[src/rtl/blkcfg_pkg.sv]
package blkcfg_pkg;
  localparam int BYTE_W = 8;

  // Link-layer phases of the slave engine
  typedef enum logic [2:0] {
    ST_IDLE,
    ST_RX,
    ST_RACK,
    ST_TX,
    ST_TACK
  } link_st_e;

  // Power-on contents, register 0 in the low byte
  localparam logic [6*BYTE_W-1:0] DEFAULT_REGS = 48'h00DB_FFFF_1D00;
endpackage

[src/rtl/blkcfg_deglitch.sv]
module blkcfg_deglitch #(
  parameter int SYNC_STAGES = 2,
  parameter int FILT_LEN    = 3
) (
  input  logic clk,
  input  logic rst,
  input  logic din,
  output logic dout
);
  logic [SYNC_STAGES-1:0] sync_q;
  logic [FILT_LEN-1:0]    win_q;
  logic                   out_q;

  // Output follows the input only after FILT_LEN equal samples
  always_ff @(posedge clk) begin
    if (rst) begin
      sync_q <= '1;
      win_q  <= '1;
      out_q  <= 1'b1;
    end else begin
      sync_q <= {sync_q[SYNC_STAGES-2:0], din};
      win_q  <= {win_q[FILT_LEN-2:0], sync_q[SYNC_STAGES-1]};
      if (&win_q)       out_q <= 1'b1;
      else if (~|win_q) out_q <= 1'b0;
    end
  end

  assign dout = out_q;
endmodule

[src/rtl/blkcfg_regbank.sv]
module blkcfg_regbank import blkcfg_pkg::*; #(
  parameter int                          NUM_REGS   = 6,
  parameter logic [NUM_REGS*BYTE_W-1:0]  RESET_VALS = DEFAULT_REGS
) (
  input  logic                         clk,
  input  logic                         rst,
  input  logic                         wr_en,
  input  logic [$clog2(NUM_REGS)-1:0]  wr_idx,
  input  logic [BYTE_W-1:0]            wr_data,
  output logic [NUM_REGS*BYTE_W-1:0]   regs_o
);
  localparam int IDX_W = $clog2(NUM_REGS);

  logic [NUM_REGS*BYTE_W-1:0] regs_q;

  always_ff @(posedge clk) begin
    if (rst) begin
      regs_q <= RESET_VALS;
    end else if (wr_en) begin
      for (int i = 0; i < NUM_REGS; i++) begin
        if (wr_idx == IDX_W'(i)) regs_q[i*BYTE_W +: BYTE_W] <= wr_data;
      end
    end
  end

  assign regs_o = regs_q;
endmodule

[src/rtl/blkcfg_engine.sv]
module blkcfg_engine import blkcfg_pkg::*; #(
  parameter int         NUM_REGS = 6,
  parameter logic [6:0] DEV_ADDR = 7'h69
) (
  input  logic                         clk,
  input  logic                         rst,
  input  logic                         scl_f,
  input  logic                         sda_f,
  input  logic [NUM_REGS*BYTE_W-1:0]   regs_flat,
  output logic                         sda_oe,
  output logic                         wr_en,
  output logic [$clog2(NUM_REGS)-1:0]  wr_idx,
  output logic [BYTE_W-1:0]            wr_data,
  output logic                         start_det,
  output logic                         stop_det
);
  localparam int                 IDX_W      = $clog2(NUM_REGS);
  localparam int                 CNT_W      = $clog2(NUM_REGS + 3) + 1;
  localparam logic [CNT_W-1:0]   FIRST_DATA = CNT_W'(2);
  localparam logic [CNT_W-1:0]   END_DATA   = CNT_W'(NUM_REGS + 2);
  localparam logic [CNT_W-1:0]   CNT_MAX    = '1;
  localparam logic [BYTE_W-1:0]  COUNT_BYTE = BYTE_W'(NUM_REGS);

  link_st_e           st;
  logic               scl_q, sda_q, scl_rise, scl_fall;
  logic [3:0]         bit_cnt;
  logic [BYTE_W-1:0]  rx_sh, tx_sh, rd_byte;
  logic [CNT_W-1:0]   byte_cnt;
  logic               is_addr, rd_mode, host_ack;

  // Edge and condition detection on the filtered lines
  always_ff @(posedge clk) begin
    if (rst) begin
      scl_q <= 1'b1;
      sda_q <= 1'b1;
    end else begin
      scl_q <= scl_f;
      sda_q <= sda_f;
    end
  end

  assign scl_rise  = scl_f & ~scl_q;
  assign scl_fall  = ~scl_f & scl_q;
  assign start_det = scl_f & scl_q & sda_q & ~sda_f;
  assign stop_det  = scl_f & scl_q & ~sda_q & sda_f;

  // Next byte of a read: byte_cnt 1..NUM_REGS selects a register
  always_comb begin
    rd_byte = '1;
    for (int i = 0; i < NUM_REGS; i++) begin
      if (byte_cnt == CNT_W'(i + 1)) rd_byte = regs_flat[i*BYTE_W +: BYTE_W];
    end
  end

  always_ff @(posedge clk) begin
    if (rst) begin
      st       <= ST_IDLE;
      sda_oe   <= 1'b0;
      bit_cnt  <= '0;
      rx_sh    <= '0;
      tx_sh    <= '0;
      byte_cnt <= '0;
      is_addr  <= 1'b0;
      rd_mode  <= 1'b0;
      host_ack <= 1'b0;
      wr_en    <= 1'b0;
      wr_idx   <= '0;
      wr_data  <= '0;
    end else begin
      wr_en <= 1'b0;
      if (start_det) begin
        st       <= ST_RX;
        bit_cnt  <= '0;
        byte_cnt <= '0;
        is_addr  <= 1'b1;
        sda_oe   <= 1'b0;
      end else if (stop_det) begin
        st     <= ST_IDLE;
        sda_oe <= 1'b0;
      end else begin
        case (st)
          ST_RX: begin
            if (scl_rise) begin
              rx_sh   <= {rx_sh[BYTE_W-2:0], sda_f};
              bit_cnt <= bit_cnt + 4'd1;
            end else if (scl_fall && bit_cnt == 4'd8) begin
              bit_cnt <= '0;
              if (is_addr) begin
                is_addr <= 1'b0;
                if (rx_sh[7:1] == DEV_ADDR) begin
                  rd_mode <= rx_sh[0];
                  sda_oe  <= 1'b1;
                  st      <= ST_RACK;
                end else begin
                  st <= ST_IDLE;
                end
              end else begin
                sda_oe <= 1'b1;
                st     <= ST_RACK;
                if (byte_cnt >= FIRST_DATA && byte_cnt < END_DATA) begin
                  wr_en   <= 1'b1;
                  wr_idx  <= IDX_W'(byte_cnt - FIRST_DATA);
                  wr_data <= rx_sh;
                end
                if (byte_cnt != CNT_MAX) byte_cnt <= byte_cnt + 1'b1;
              end
            end
          end
          ST_RACK: begin
            if (scl_fall) begin
              if (rd_mode) begin
                st       <= ST_TX;
                tx_sh    <= COUNT_BYTE;
                sda_oe   <= ~COUNT_BYTE[BYTE_W-1];
                byte_cnt <= CNT_W'(1);
              end else begin
                st     <= ST_RX;
                sda_oe <= 1'b0;
              end
            end
          end
          ST_TX: begin
            if (scl_fall) begin
              if (bit_cnt == 4'd7) begin
                bit_cnt <= '0;
                sda_oe  <= 1'b0;
                st      <= ST_TACK;
              end else begin
                bit_cnt <= bit_cnt + 4'd1;
                tx_sh   <= {tx_sh[BYTE_W-2:0], 1'b1};
                sda_oe  <= ~tx_sh[BYTE_W-2];
              end
            end
          end
          ST_TACK: begin
            if (scl_rise) begin
              host_ack <= ~sda_f;
            end else if (scl_fall) begin
              if (host_ack) begin
                st     <= ST_TX;
                tx_sh  <= rd_byte;
                sda_oe <= ~rd_byte[BYTE_W-1];
                if (byte_cnt != CNT_MAX) byte_cnt <= byte_cnt + 1'b1;
              end else begin
                st <= ST_IDLE;
              end
            end
          end
          default: ;
        endcase
      end
    end
  end
endmodule

[src/rtl/blkcfg_slave.sv]
module blkcfg_slave import blkcfg_pkg::*; #(
  parameter int                          NUM_REGS    = 6,
  parameter logic [6:0]                  DEV_ADDR    = 7'h69,
  parameter int                          SYNC_STAGES = 2,
  parameter int                          FILT_LEN    = 3,
  parameter logic [NUM_REGS*BYTE_W-1:0]  RESET_VALS  = DEFAULT_REGS
) (
  input  logic                        clk,
  input  logic                        rst,
  input  logic                        scl_i,
  input  logic                        sda_i,
  output logic                        sda_oe,
  output logic [NUM_REGS*BYTE_W-1:0]  regs_o
);
  localparam int IDX_W   = $clog2(NUM_REGS);
  localparam int N_LINES = 2;

  logic [N_LINES-1:0] raw_lines, flt_lines;
  logic               scl_flt, sda_flt;
  logic               wr_en, start_det, stop_det;
  logic [IDX_W-1:0]   wr_idx;
  logic [BYTE_W-1:0]  wr_data;

  assign raw_lines = {sda_i, scl_i};

  for (genvar g = 0; g < N_LINES; g++) begin : g_line
    blkcfg_deglitch #(
      .SYNC_STAGES(SYNC_STAGES),
      .FILT_LEN   (FILT_LEN)
    ) u_deglitch (
      .clk (clk),
      .rst (rst),
      .din (raw_lines[g]),
      .dout(flt_lines[g])
    );
  end

  assign scl_flt = flt_lines[0];
  assign sda_flt = flt_lines[1];

  blkcfg_engine #(
    .NUM_REGS(NUM_REGS),
    .DEV_ADDR(DEV_ADDR)
  ) u_engine (
    .clk      (clk),
    .rst      (rst),
    .scl_f    (scl_flt),
    .sda_f    (sda_flt),
    .regs_flat(regs_o),
    .sda_oe   (sda_oe),
    .wr_en    (wr_en),
    .wr_idx   (wr_idx),
    .wr_data  (wr_data),
    .start_det(start_det),
    .stop_det (stop_det)
  );

  blkcfg_regbank #(
    .NUM_REGS  (NUM_REGS),
    .RESET_VALS(RESET_VALS)
  ) u_regbank (
    .clk    (clk),
    .rst    (rst),
    .wr_en  (wr_en),
    .wr_idx (wr_idx),
    .wr_data(wr_data),
    .regs_o (regs_o)
  );
endmodule

[config.mk]
export PLATFORM = sky130hd
export DESIGN_NAME = blkcfg_slave
export DESIGN_NICKNAME = d
export VERILOG_FILES = /design/src/rtl/blkcfg_pkg.sv /design/src/rtl/blkcfg_deglitch.sv /design/src/rtl/blkcfg_regbank.sv /design/src/rtl/blkcfg_engine.sv /design/src/rtl/blkcfg_slave.sv
export SDC_FILE = /design/constraint.sdc
export NUM_CORES = 1
export LEC_CHECK = 0
export BUFFER_PORTS_ARGS = -buffer_cell sky130_fd_sc_hd__buf_2
export CAP_MARGIN = 5
export CORE_MARGIN = 2
export CORE_UTILIZATION = 30
export CTS_CLUSTER_SIZE = 14
export DETAILED_ROUTE_END_ITERATION = 16
export PLACE_DENSITY = 0.47
export SLEW_MARGIN = 10
export SYNTH_ARGS = -nofsm -noshare
export SYNTH_HDL_FRONTEND = slang
export SYNTH_SLANG_ARGS = --single-unit
[constraint.sdc]
create_clock -name clk -period 2.3 [get_ports clk]
set_input_delay 0.46 -clock clk [delete_from_list [all_inputs] [get_ports clk]]
set_output_delay 0.46 -clock clk [all_outputs]
set_load 0.1 [all_outputs]
==> results of run 1 <==
-- power by group through the flow --
stage / sequential [uW] / combinational (uW) / clock (uW)
after global placement: 1900 / 377 / 0
final: 1860 / 398 / 1750
after global routing: 1860 / 429 / 1860
after detailed placement: 1900 / 380 / 0
after floorplan: 1910 / 273 / 0
after CTS: 1860 / 382 / 1790
-- per-stage QoR --
| step | power (uW) | hold slack (ps) | utilization | setup WS [ps] | cell area (sq um) |
|---|---|---|---|---|---|
| 2_1_floorplan | 2180 | 389 | - | 28.2 | 5060 |
| 3_3_place_gp | 2280 | 392 | 0.341 | 76.9 | 5640 |
| 3_5_place_dp | 2280 | 393 | 0.341 | 27.7 | 5640 |
| 4_1_cts | 4030 | 266 | 0.361 | 7.24 | 5970 |
| 5_1_grt | 4150 | 276 | 0.363 | 3.54 | 6000 |
| 6_report | 4010 | 278 | 0.363 | 90.1 | 6000 |
-- repair_timing --
item,4_1_cts,5_1_grt
hold buffers,0,0
setup buffers,0,1
setup endpoints to repair,0,2
resized for setup,0,2
-- final cells by class --
cell class	instances	area, sq um
inverters	16	60.1
fillers	1738	10500
repair buffers	84	500
flip-flops and latches	105	2100
clock inverters	7	109
well taps	220	275
clock buffers	9	225
multi-input cells	452	2720
-- cells by family after synthesis --
group / Yosys count / share of synthesized area
simple gates: 267 / 0.262
compound gates: 153 / 0.206
flops: 105 / 0.416
buf+inv: 54 / 0.0490
mux: 20 / 0.0396
fa+ha+maj: 10 / 0.0247
xor+xnor: 2 / 0.00346
-- worst reg2reg max path, cell delays in order, from the launching register on --
cell and delay, ps:
sky130_fd_sc_hd__dfxtp_1 320, sky130_fd_sc_hd__ha_1 200, sky130_fd_sc_hd__and3_1 180, sky130_fd_sc_hd__ha_1 210
sky130_fd_sc_hd__or3b_4 390, sky130_fd_sc_hd__a21oi_4 170, sky130_fd_sc_hd__o211ai_4 110, sky130_fd_sc_hd__o311a_1 300
sky130_fd_sc_hd__a41o_1 200
-- registers in the layout, summed over array words and instances, names as in the netlist --
register	flops
u_engine.sda_q	1
u_engine.wr_en	1
g_line.u_deglitch.sync_q	4
g_line.u_deglitch.win_q	6
u_engine.rd_mode	1
u_engine.tx_sh	7
u_engine.st	3
u_engine.wr_data	8
u_engine.rx_sh	8
g_line.u_deglitch.dout	2
u_engine.wr_idx	3
u_engine.scl_q	1
u_engine.is_addr	1
u_engine.byte_cnt	5
u_regbank.regs_o	48
u_engine.host_ack	1
u_engine.sda_oe	1
u_engine.bit_cnt	4
-- Yosys cell counts, types with 3 or more instances --
| cell | instances | area [sq um] |
|---|---|---|
| sky130_fd_sc_hd__nor2_1 | 40 | 150 |
| sky130_fd_sc_hd__buf_2 | 8 | 40.0 |
| sky130_fd_sc_hd__nand2_1 | 120 | 450 |
| sky130_fd_sc_hd__clkbuf_1 | 24 | 90.1 |
| sky130_fd_sc_hd__a221o_1 | 7 | 70.1 |
| sky130_fd_sc_hd__mux2i_1 | 20 | 200 |
| sky130_fd_sc_hd__and3_1 | 3 | 18.8 |
| sky130_fd_sc_hd__o32ai_1 | 3 | 26.3 |
| sky130_fd_sc_hd__a311oi_1 | 6 | 52.6 |
| sky130_fd_sc_hd__and2b_1 | 3 | 22.5 |
| sky130_fd_sc_hd__o2bb2ai_1 | 3 | 26.3 |
| sky130_fd_sc_hd__o2111ai_1 | 4 | 35.0 |
| sky130_fd_sc_hd__a31oi_1 | 5 | 31.3 |
| sky130_fd_sc_hd__nand3_1 | 30 | 150 |
| sky130_fd_sc_hd__inv_1 | 16 | 60.1 |
| sky130_fd_sc_hd__o211ai_1 | 6 | 45.0 |
| sky130_fd_sc_hd__a211oi_1 | 10 | 75.1 |
| sky130_fd_sc_hd__nor3_1 | 8 | 40.0 |
| sky130_fd_sc_hd__dfxtp_1 | 105 | 2100 |
| sky130_fd_sc_hd__o221a_2 | 4 | 45.0 |
| sky130_fd_sc_hd__o221ai_1 | 5 | 43.8 |
| sky130_fd_sc_hd__o21ai_0 | 17 | 85.1 |
| sky130_fd_sc_hd__nand2b_1 | 8 | 50.1 |
| sky130_fd_sc_hd__a21o_1 | 3 | 22.5 |
| sky130_fd_sc_hd__and2_1 | 3 | 18.8 |
| sky130_fd_sc_hd__ha_1 | 10 | 125 |
| sky130_fd_sc_hd__a21oi_1 | 57 | 285 |
| sky130_fd_sc_hd__nor2b_1 | 10 | 62.6 |
| sky130_fd_sc_hd__o31ai_1 | 5 | 37.5 |
| sky130_fd_sc_hd__or2_2 | 14 | 87.6 |
-- per-layer routing --
metal  up-vias  global-route usage  share of wire
met4         0              0.0644          0.018
met2       117               0.258           0.44
met1      2204               0.250           0.50
met5         -                   0              0
li1       2292                   -              -
met3        19              0.0265          0.043
-- worst max path at each step --
stage                           endpoint  slack [ps]  cells past startpoint
floorplan           u_engine.byte_cnt[2]          30                      8
global placement    u_engine.byte_cnt[2]          80                      8
detailed placement  u_engine.byte_cnt[2]          30                      8
CTS                 u_engine.byte_cnt[2]           7                      8
global route        u_engine.byte_cnt[0]           4                      8
finish              u_engine.byte_cnt[2]          90                      8
==> results.txt, run 1 <==
The flow ran to the end, and the final reports show no timing, DRC or antenna violations. The count of synthesis-stage warnings from yosys is 0. The worst reg2reg path endpoint is u_engine.byte_cnt[2]. The library cells used most frequently in the layout, excluding fill and tap cells, are sky130_fd_sc_hd__nand2_1 (120), sky130_fd_sc_hd__dfxtp_1 (105), sky130_fd_sc_hd__a21oi_1 (57). The number of vias per cell came out at between 5 and 6. For flop-to-flop paths, the worst setup slack is between 90 and 100 ps. The switching share of power came out at 0.257.

The most common cell after layout, fill and taps aside is sky130_fd_sc_hd__nand2_1. The H-tree generated during clock tree synthesis spans 3 levels. The die area came out at roughly 18000 sq um. The number of global-route vias before repair is between 4000 and 5000. In this run, distinct cell masters in the synthesized netlist total 69. The cell sitting at the root of the clock tree is a sky130_fd_sc_hd__clkbuf_16. The number of nets in the synthesized netlist is 625. The required time of the critical path came out at around 2600 ps. The count of flip-flops with a built-in enable after synthesis is 0.

The number of antenna violations at the first check in global routing came out at 0. In this run, the number of DRC markers left after iteration 0 of detailed routing was 307. For this run, the number of standard cells in the final layout without fillers is 893. The clock network power share is 0.437.

The total instance count after detailed placement is roughly 880. The total iterations of the first detailed-routing run is 5. The region available for standard cell placement spans between 15000 and 20000 sq um. The cell count after synthesis came out at roughly 610. The first global-routing pass estimated 24.0 mm of wire. The final worst-path cycle share came out at 0.961. Once detailed placement completed, the half-perimeter wirelength came to between 10 and 15 mm.

For this run, the leading register cell type out of synthesis is sky130_fd_sc_hd__dfxtp_1. The number of max-capacitance violations reported came out at 0. The fraction of synthesis flops using an asynchronous set or reset pin came out at 0. The number of placement rows is 47.

The class of the most critical setup path is flop to flop. Counting cells, the worst reg-to-reg path comes to 8. For this configuration, the core starts out at a cell density of 0.306.

In the final routed layout, each cell accounts on average for between 15 and 20 um. The total clock sinks is around 110. The peak per-stage delay on the critical path is 390 ps. The switching component of the power is about 1000 uW. The quantity of I/O buffers inserted on ports is between 50 and 60.

The slew at the pin closest to its max-slew limit came out at 745 ps. The total routing usage reported by global routing is 0.172. The clock transition at the registers of the reported paths came out at 80 ps. The largest fanout of any net on the critical path is 4.

The worst setup path is launched from a flop. The average instance in the mapped netlist occupies around 8.3 sq um. The synthesis-to-layout area growth is 18.6%. The width of the die came out at 134 um. The register bit count reported by yosys is between 100 and 150. At the worst endpoint, the arrival time is roughly 2500 ps.

The worst hold path terminates at g_line[1].u_deglitch.sync_q[0]. TritonCTS built the clock tree. The congestion estimate from routability-driven global placement came to just under 0.9. Power spread over the standard cell area amounts to about 670 nW/um^2.

In this run, CTS created clock tree buffers numbering 9. The number of failing hold endpoints at the final stage is 0. In this run the critical register-to-register path is launched from u_engine.byte_cnt[0].

The worst hold path begins at sda_i. The reported leakage power came out at 0.00231 uW. The sequential fraction of the synthesis area came out at 0.416.

The launching element of the worst setup path is u_engine.byte_cnt[0]. The signal on the critical path passes through ha_1 -> and3_1 -> ha_1 -> or3b_4 -> a21oi_4 -> o211ai_4 -> o311a_1 -> a41o_1. The antenna cell count came out at 0. The net total in the final layout is approximately 680. The total number of vias came out at ~4600. Together, buffers and inverters on the worst path number 0. Wires add up to 15.6 mm. The number of buffers on the longest clock path is 2. The number of top-level design ports came out at 53. The tightest min-delay check is of the primary input to flop type. The pin count of the biggest net entering global routing is around 60. The fraction of layout instances using a drive strength above 1 is 0.196. After routing, the total negative slack on setup checks comes to 0 ps. The clock latency on the worst-skew pair came out at about 360 ps.

The aggregate global routing overflow is 0. On the final layout, the worst clock skew is between 10 and 15 ps. For this design, the slowest cell found on the critical path is sky130_fd_sc_hd__or3b_4. The relative max-transition margin came out at 0.502. The worst setup path is captured at a flop. The cell that appears most often on the critical path is sky130_fd_sc_hd__ha_1. The number of antenna-violating nets in the routed design is 0. The power share of the combinational group came out at 0.099.

The synthesized netlist occupies a cell area of around 5100 sq um. The die is between 100 and 150 um tall. Setup repair after global routing left no endpoint under its margin. The internal power of the cells totals 2980 uW. The largest delay contributor family on the critical path is compound AO/OA/AOI/OAI gates. The peak ir drop on the vdd network came out at 345 uV.

The final count of pins violating max slew came out at 0. The final-report setup violation count is 0. The DRC violations left came out at 0.

For this run, the top clock speed supported by timing is about 450 MHz. Of the total power, registers draw 0.463. The hold path depth came out at 2. The time the worst path needs with I/O delays and setup is approximately 2200 ps.
Power figures use the tool's default switching activity.
==> run 2: changes to the inputs <==
--- a/config.mk
+++ b/config.mk
@@ -6,12 +6,12 @@
 export NUM_CORES = 1
 export LEC_CHECK = 0
 export BUFFER_PORTS_ARGS = -buffer_cell sky130_fd_sc_hd__buf_2
-export CAP_MARGIN = 5
 export CORE_MARGIN = 2
 export CORE_UTILIZATION = 30
 export CTS_CLUSTER_SIZE = 14
 export DETAILED_ROUTE_END_ITERATION = 16
 export PLACE_DENSITY = 0.47
+export SETUP_SLACK_MARGIN = 0.3
 export SLEW_MARGIN = 10
 export SYNTH_ARGS = -nofsm -noshare
 export SYNTH_HDL_FRONTEND = slang
==> run 2 against run 1 <==
Core utilization is 0.59 points higher. Sequential share of layout area down 0.32 points. Setup slack improved by 81 ps. Cell count increased by 0.45%. Critical path type unchanged.
==> results.txt, run 2 (synthesized netlist as in run 1, its figures left out) <==
Result of the run: complete, no violations (unchanged). The required time of the critical path is 2550 ps (about the same). The height of the chip is 134 um (unchanged).

The quantity of I/O buffers inserted on ports is 52 (unchanged). The number of antenna-violating nets in the routed design is 0 (unchanged). The worst-case setup margin in the final layout is 171 ps (was 90.1 ps). The time the worst path needs with I/O delays and setup came to 2130 ps (was 2210 ps). The number of buffers on the longest clock path is 2 (unchanged). The startpoint type of the worst setup path is a flop (unchanged). The synthesis-to-layout area growth came out at 20.5% (was 18.6%). The number of vias per cell came to 5.20 (was 5.19). The number of antenna violations at the first check in global routing is 0 (unchanged). The fmax is 470 MHz (was 453 MHz).

The final weighted congestion in routability-driven placement is 0.873 (about the same). The arrival time reported for the critical path endpoint came out at 2370 ps (was 2460 ps). The final cell count without fillers is 897 (was 893). The antenna cell count is 0 (unchanged). The die area was 17900 sq um (unchanged). The starting density of the core came out at 0.306 (unchanged). The hold path depth is 2 (unchanged). The aggregate global routing overflow came out at 0 (unchanged). The number of buffers inserted during clock tree synthesis came to 9 (unchanged). The depth of the worst register-to-register path is 8 (unchanged).

The number of max-capacitance violations reported came out at 0 (unchanged). The worst reg2reg path startpoint was u_engine.byte_cnt[0] (unchanged). The slew at the pin closest to its max-slew limit is 652 ps (was 745 ps). The total iterations of the first detailed-routing run is 5 (unchanged). The number of top-level design ports is 53 (unchanged). The number of violations reported at the end of detailed-routing iteration 0 came out at 314 (was 307).

The relative max-transition margin is 0.564 (was 0.502). The final count of pins violating max slew came out at 0 (unchanged). The number of flip-flops in the largest register came out at 48 (unchanged). The buffer type at the clock tree root is sky130_fd_sc_hd__clkbuf_16 (unchanged). The clock transition at the registers of the reported paths is 70 ps (was 80 ps). The worst reg2reg path endpoint is u_engine.byte_cnt[2] (unchanged). The clock latency on the worst-skew pair is 360 ps (about the same). The total clock sinks is 105 (unchanged).

The end point of the most critical hold path is g_line[1].u_deglitch.sync_q[0] (unchanged). The classification of the worst-slack hold path was primary input to flop (unchanged). The largest fanout of any net on the critical path is 5 (was 4).

The class of the most critical setup path was flop to flop (unchanged). The total routed wirelength came out at 15.9 mm (was 15.6 mm). The count of fill cells added during filler insertion is 1727 (was 1738). The width of the die came out at 134 um (unchanged). The total power per unit cell area is 644 nW/um^2 (was 669 nW/um^2). The minimum setup slack among reg-to-reg paths came to 170 ps (was 90 ps). The kind of capture point of the worst setup path is a flop (unchanged). The DRC violations left was 0 (unchanged). The most common cell after layout, fill and taps aside is sky130_fd_sc_hd__nand2_1 (unchanged). The final setup TNS is 0 ps (unchanged). The CTS tree is yes (unchanged). The final worst-path cycle share is 0.926 (was 0.961). Chain of cells forming the critical path: ha_4 -> and3_4 -> ha_4 -> or3b_4 -> a21oi_4 -> o211ai_4 -> o311a_1 -> a41o_1 (was ha_1 -> and3_1 -> ha_1 -> or3b_4 -> a21oi_4 -> o211ai_4 -> o311a_1 -> a41o_1). Setup repair after global routing missed its margin: yes (was no). The post-placement worst setup slack is 155 ps (was 27.7 ps). The setup skew after layout came out at 11.3 ps (was 11.8 ps).

The global-route wire length before repair came to 24.5 mm (was 24.0 mm). The library cell appearing most often on the critical path was sky130_fd_sc_hd__ha_4 (was sky130_fd_sc_hd__ha_1). The fraction of layout instances using a drive strength above 1 came out at 0.235 (was 0.196). The cell with the biggest individual delay on the critical path is sky130_fd_sc_hd__or3b_4 (unchanged). The number of placement rows is 47 (unchanged).

The depth of the CTS H-tree is 3 (unchanged). The peak ir drop on the vdd network came to 341 uV (was 345 uV). The post-cts hold buffer count came out at 0 (unchanged). The peak per-stage delay on the critical path came out at 380 ps (was 390 ps).

The final-report setup violation count was 0 (unchanged). The pin count of the biggest net entering global routing was 52 (was 59). The total number of vias came to 4666 (was 4632). The net total in the final layout came out at 686 (was 682). The reported leakage power came to 0.00232 uW (was 0.00231 uW). The hold path startpoint is sda_i (unchanged).

The number of failing hold endpoints at the final stage was 0 (unchanged). The number of global-route vias before repair came out at 4431 (was 4261). The total routing usage reported by global routing came to 0.176 (was 0.172).

The total instance count after detailed placement came out at 868 (was 876). The mean routed wirelength per cell came out at 17.7 um (was 17.4 um). Commonest cells after routing, fill and taps aside: sky130_fd_sc_hd__nand2_1 (119), sky130_fd_sc_hd__dfxtp_1 (97), sky130_fd_sc_hd__a21oi_1 (57) (was sky130_fd_sc_hd__nand2_1 (120), sky130_fd_sc_hd__dfxtp_1 (105), sky130_fd_sc_hd__a21oi_1 (57)). The placeable core area came to 16500 sq um (unchanged). The half-perimeter wire length after detailed placement is 11.5 mm (was 11.6 mm).
-- run 2: what timing repair did --
item | CTS | global route
setup buffers | 9 | 3
resized for setup | 12 | 13
setup endpoints to repair | 12 | 15
pin swaps | 3 | 7
cloned | 0 | 1
-- run 2: final cells by class --
class | instances | area, sq um | area share
clock inverters | 5 | 62.6 | 0.0103
well taps | 220 | 275 | 0.0452
clock buffers | 11 | 243 | 0.0398
flip-flops and latches | 105 | 2120 | 0.347
multi-input cells | 452 | 2800 | 0.460
repair buffers | 88 | 536 | 0.0879
inverters | 16 | 60.1 | 0.00986
-- run 2: critical path: cells and delay by family, from the launching register on --
family          cells  cell delay, ps
compound gates      4             820
flops               1             360
simple gates        2             530
fa+ha+maj           2             300
-- run 2: worst max path at each step --
stage	start	to	slack, ps
after floorplan	u_engine.byte_cnt[0]	u_engine.byte_cnt[2]	260
after global placement	u_engine.byte_cnt[0]	u_engine.byte_cnt[2]	200
after detailed placement	u_engine.byte_cnt[0]	u_engine.byte_cnt[2]	150
after CTS	u_engine.byte_cnt[1]	u_engine.byte_cnt[2]	200
after global routing	u_engine.byte_cnt[0]	u_engine.byte_cnt[2]	110
final	u_engine.byte_cnt[0]	u_engine.byte_cnt[2]	170
-- run 2: metrics by stage --
stage                     power (uW)  utilization  instance area [sq um]  hold slack, ps
final                           3920        0.369                   6090             282
after CTS                       3920        0.365                   6030             272
after floorplan                 2190            -                   5120             389
after detailed placement        2270        0.340                   5620             396
after global placement          2270        0.340                   5620             392
after global routing            4060        0.369                   6090             282
-- run 2: power breakdown --
group	internal (uW)	switching (uW)	total, uW
Combinational	182	258	440
Clock	884	728	1610
Sequential	1840	27.5	1870
-- run 2: per-layer routing --
metal  share of wire  global-route usage  up-vias  wire length [um]
met5               0                   0        -                 0
met1            0.48               0.243     2245              7650
met3           0.043              0.0321       19               683
met2            0.45               0.271      116              7230
li1                -                   -     2286                 -
met4           0.022              0.0721        0               350
==> run 3: changes to the inputs <==
--- a/config.mk
+++ b/config.mk
@@ -7,10 +7,10 @@
 export LEC_CHECK = 0
 export BUFFER_PORTS_ARGS = -buffer_cell sky130_fd_sc_hd__buf_2
 export CORE_MARGIN = 2
-export CORE_UTILIZATION = 30
+export CORE_UTILIZATION = 53
 export CTS_CLUSTER_SIZE = 14
 export DETAILED_ROUTE_END_ITERATION = 16
-export PLACE_DENSITY = 0.47
+export PLACE_DENSITY = 0.75
 export SETUP_SLACK_MARGIN = 0.3
 export SLEW_MARGIN = 10
 export SYNTH_ARGS = -nofsm -noshare
==> run 3 against run 2 <==
Global-route usage up 10 points. Sequential share of layout area rose by 0.93 points. Total power down 11%. Clock power shrank 27%. Cell count down 11%. First-iteration DRC count grew 69%. Via count grew 4.8%. Critical path depth unchanged. Sequential cell count unchanged. Count of clock-buffer cells in the layout fell by 2. Die area is 42% lower. Maximum frequency rose by 0.49%. Critical path type unchanged. Largest cell class unchanged.
==> results.txt, run 3 (synthesized netlist as in run 1, its figures left out) <==
The end point of the most critical hold path is g_line[1].u_deglitch.sync_q[0] (unchanged). The final count of pins violating max slew came out at 0 (unchanged). The final setup TNS is 0 ps (unchanged). The total routing usage reported by global routing came out at 0.276 (was 0.176). The total number of vias came out at 4892 (was 4666).

The net total in the final layout is 683 (was 686). The reported leakage power came out at 0.00227 uW (was 0.00232 uW). The time the worst path needs with I/O delays and setup was 2120 ps (was 2130 ps). The hold path startpoint is sda_i (unchanged). The worst reg2reg path endpoint is u_engine.byte_cnt[2] (unchanged). The peak ir drop on the vdd network came out at 300 uV (was 341 uV). The final weighted congestion in routability-driven placement came out at 0.935 (was 0.873). The number of buffers on the longest clock path is 2 (unchanged). The number of global-route vias before repair is 4319 (was 4431).

The total power per unit cell area is 591 nW/um^2 (was 644 nW/um^2). The clock transition at the registers of the reported paths came out at 100 ps (was 70 ps). The largest fanout of any net on the critical path came out at 5 (unchanged). The number of cells on the critical path came out at 8 (unchanged). The starting density of the core came to 0.547 (was 0.306).

Chain of cells forming the critical path: ha_4 -> and3_4 -> ha_4 -> or3b_4 -> a21oi_4 -> o211ai_4 -> o311a_1 -> a41o_1 (unchanged). The post-placement worst setup slack came out at 128 ps (was 155 ps). The minimum setup slack among reg-to-reg paths came out at 180 ps (was 170 ps). The number of max-capacitance violations reported came to 0 (unchanged).

The required time of the critical path is 2570 ps (was 2550 ps). The final worst-path cycle share was 0.921 (was 0.926). The multi-input combinational cell area was 2840 sq um (was 2800 sq um). Commonest cells after routing, fill and taps aside: sky130_fd_sc_hd__nand2_1 (119), sky130_fd_sc_hd__dfxtp_1 (98), sky130_fd_sc_hd__a21oi_1 (57) (was sky130_fd_sc_hd__nand2_1 (119), sky130_fd_sc_hd__dfxtp_1 (97), sky130_fd_sc_hd__a21oi_1 (57)). The number of vias per cell came to 6.10 (was 5.20). The sequential power share was 0.533 (was 0.477). The worst-case setup margin in the final layout is 181 ps (was 171 ps). The core occupancy in the finished layout came to 0.643 (was 0.369). The DRC violations left came out at 0 (unchanged). The peak per-stage delay on the critical path was 380 ps (about the same). The number of failing hold endpoints at the final stage was 0 (unchanged). The mean routed wirelength per cell came out at 18.0 um (was 17.7 um). The most common cell after layout, fill and taps aside is sky130_fd_sc_hd__nand2_1 (unchanged). The switching component of the power was 945 uW (was 1010 uW). The arrival time reported for the critical path endpoint came out at 2390 ps (was 2370 ps).

The switching share of power came out at 0.270 (was 0.258). The depth of the worst register-to-register path is 8 (unchanged). The depth of the CTS H-tree is 3 (unchanged). The total routed wirelength is 14.4 mm (was 15.9 mm). The number of placement rows is 35 (was 47). The number of violations reported at the end of detailed-routing iteration 0 is 530 (was 314).

The synthesis-to-layout area growth came out at 17.4% (was 20.5%). The classification of the worst-slack hold path is primary input to flop (unchanged). The number of buffers and inverters on the critical path is 0 (unchanged). The worst reg2reg path startpoint is u_engine.byte_cnt[1] (was u_engine.byte_cnt[0]). Setup repair after global routing missed its margin: yes (unchanged).

The half-perimeter wire length after detailed placement is 10.3 mm (was 11.5 mm). The number of top-level design ports is 53 (unchanged). The startpoint type of the worst setup path is a flop (unchanged). The number of buffers inserted during clock tree synthesis is 9 (unchanged). The placeable core area is 9240 sq um (was 16500 sq um). The width of the die came to 102 um (was 134 um). The internal power consumption came out at 2560 uW (was 2910 uW).

The clock latency on the worst-skew pair came to 370 ps (was 360 ps). The aggregate global routing overflow is 0 (unchanged). The total iterations of the first detailed-routing run came out at 6 (was 5). The antenna cell count is 0 (unchanged).

The clock network power share came to 0.338 (was 0.411). The fmax was 472 MHz (was 470 MHz). The hold path depth is 2 (unchanged). The number of antenna violations at the first check in global routing is 0 (unchanged). The final-report setup violation count came out at 0 (unchanged).

The slew at the pin closest to its max-slew limit is 650 ps (was 652 ps). The largest delay contributor family on the critical path is compound AO/OA/AOI/OAI gates (unchanged). The total clock sinks is 105 (unchanged). The class of the most critical setup path is flop to flop (unchanged). The relative max-transition margin is 0.565 (was 0.564). The library cell appearing most often on the critical path is sky130_fd_sc_hd__ha_4 (unchanged).

The count of fill cells added during filler insertion came to 799 (was 1727). The number of antenna-violating nets in the routed design came out at 0 (unchanged). The register area is 2120 sq um (about the same). The fraction of layout instances using a drive strength above 1 is 0.241 (was 0.235). The setup skew after layout is 13.2 ps (was 11.3 ps).

The number of flip-flops in the largest register came out at 48 (unchanged). The post-cts hold buffer count was 0 (unchanged). The global-route wire length before repair is 22.2 mm (was 24.5 mm). The buffer type at the clock tree root is sky130_fd_sc_hd__clkbuf_8 (was sky130_fd_sc_hd__clkbuf_16). The power share of the combinational group came out at 0.130 (was 0.112). Result of the run: complete, no violations (unchanged). The placed cell area came to 5500 sq um (was 5620 sq um). The cell with the biggest individual delay on the critical path is sky130_fd_sc_hd__dfxtp_4 (was sky130_fd_sc_hd__or3b_4). The pin count of the biggest net entering global routing came out at 61 (was 52). The die area came out at 10300 sq um (was 17900 sq um). The CTS tree is yes (unchanged). The final non-filler cell area came out at 5940 sq um (was 6090 sq um).

The kind of capture point of the worst setup path is a flop (unchanged). The quantity of I/O buffers inserted on ports is 52 (unchanged). The height of the chip came to 102 um (was 134 um).
## run 3: cell count changes in the layout (fill, tap and decap cells not counted), moves of 2 or more
cell | previous run | this run
sky130_fd_sc_hd__clkbuf_16 | 9 | 1
sky130_fd_sc_hd__clkbuf_8 | 1 | 9
sky130_fd_sc_hd__buf_4 | 33 | 27
sky130_fd_sc_hd__clkinvlp_4 | 0 | 2
sky130_fd_sc_hd__dfxtp_2 | 6 | 4
sky130_fd_sc_hd__ha_4 | 2 | 4
sky130_fd_sc_hd__nand2b_1 | 8 | 6
## run 3: power groups by stage
stage	Clock, uW	Sequential, uW	Combinational, uW
global route	1270	1870	488
floorplan	0	1910	280
CTS	1190	1870	366
detailed placement	0	1910	343
finish	1180	1870	455
global placement	0	1910	339
## run 3: layer usage
metal  wire, um  vias up  GRT usage
met1       6310     2333      0.381
met2       6420      233      0.418
met4        419        0     0.0977
li1           -     2288          -
met3       1290       38     0.0711
met5          0        -          0
## run 3: per-stage QoR
| stage | hold slack [ps] | std cells | power (uW) |
|---|---|---|---|
| 6_report | 269 | 802 | 3510 |
| 5_1_grt | 250 | 802 | 3630 |
| 4_1_cts | 261 | 792 | 3430 |
| 3_5_place_dp | 395 | 776 | 2260 |
| 3_3_place_gp | 392 | 776 | 2250 |
| 2_1_floorplan | 389 | 611 | 2190 |
## run 3: area by class of cell
class / count / share of cell area
clock buffer: 9 / 0.0209
clock inverter: 6 / 0.0126
inverter: 16 / 0.0107
multi-input combinational: 452 / 0.478
sequential: 105 / 0.357
tap: 129 / 0.0272
timing repair buffer: 85 / 0.0938
## run 3: repair_timing
action                                  4_1_cts  5_1_grt
gates resized for setup                       7       33
buffers inserted                              1        8
endpoints found under the setup margin       10       15
pin swaps                                     0       10
gates cloned                                  0        2
## run 3: worst max-delay path by stage
stage	slack, ps	to	from
floorplan	260	u_engine.byte_cnt[2]	u_engine.byte_cnt[0]
global route	150	u_engine.byte_cnt[2]	u_engine.byte_cnt[1]
finish	180	u_engine.byte_cnt[2]	u_engine.byte_cnt[1]
global placement	200	u_engine.byte_cnt[2]	u_engine.byte_cnt[0]
detailed placement	130	u_engine.byte_cnt[2]	u_engine.byte_cnt[0]
CTS	160	u_engine.byte_cnt[2]	u_engine.byte_cnt[1]
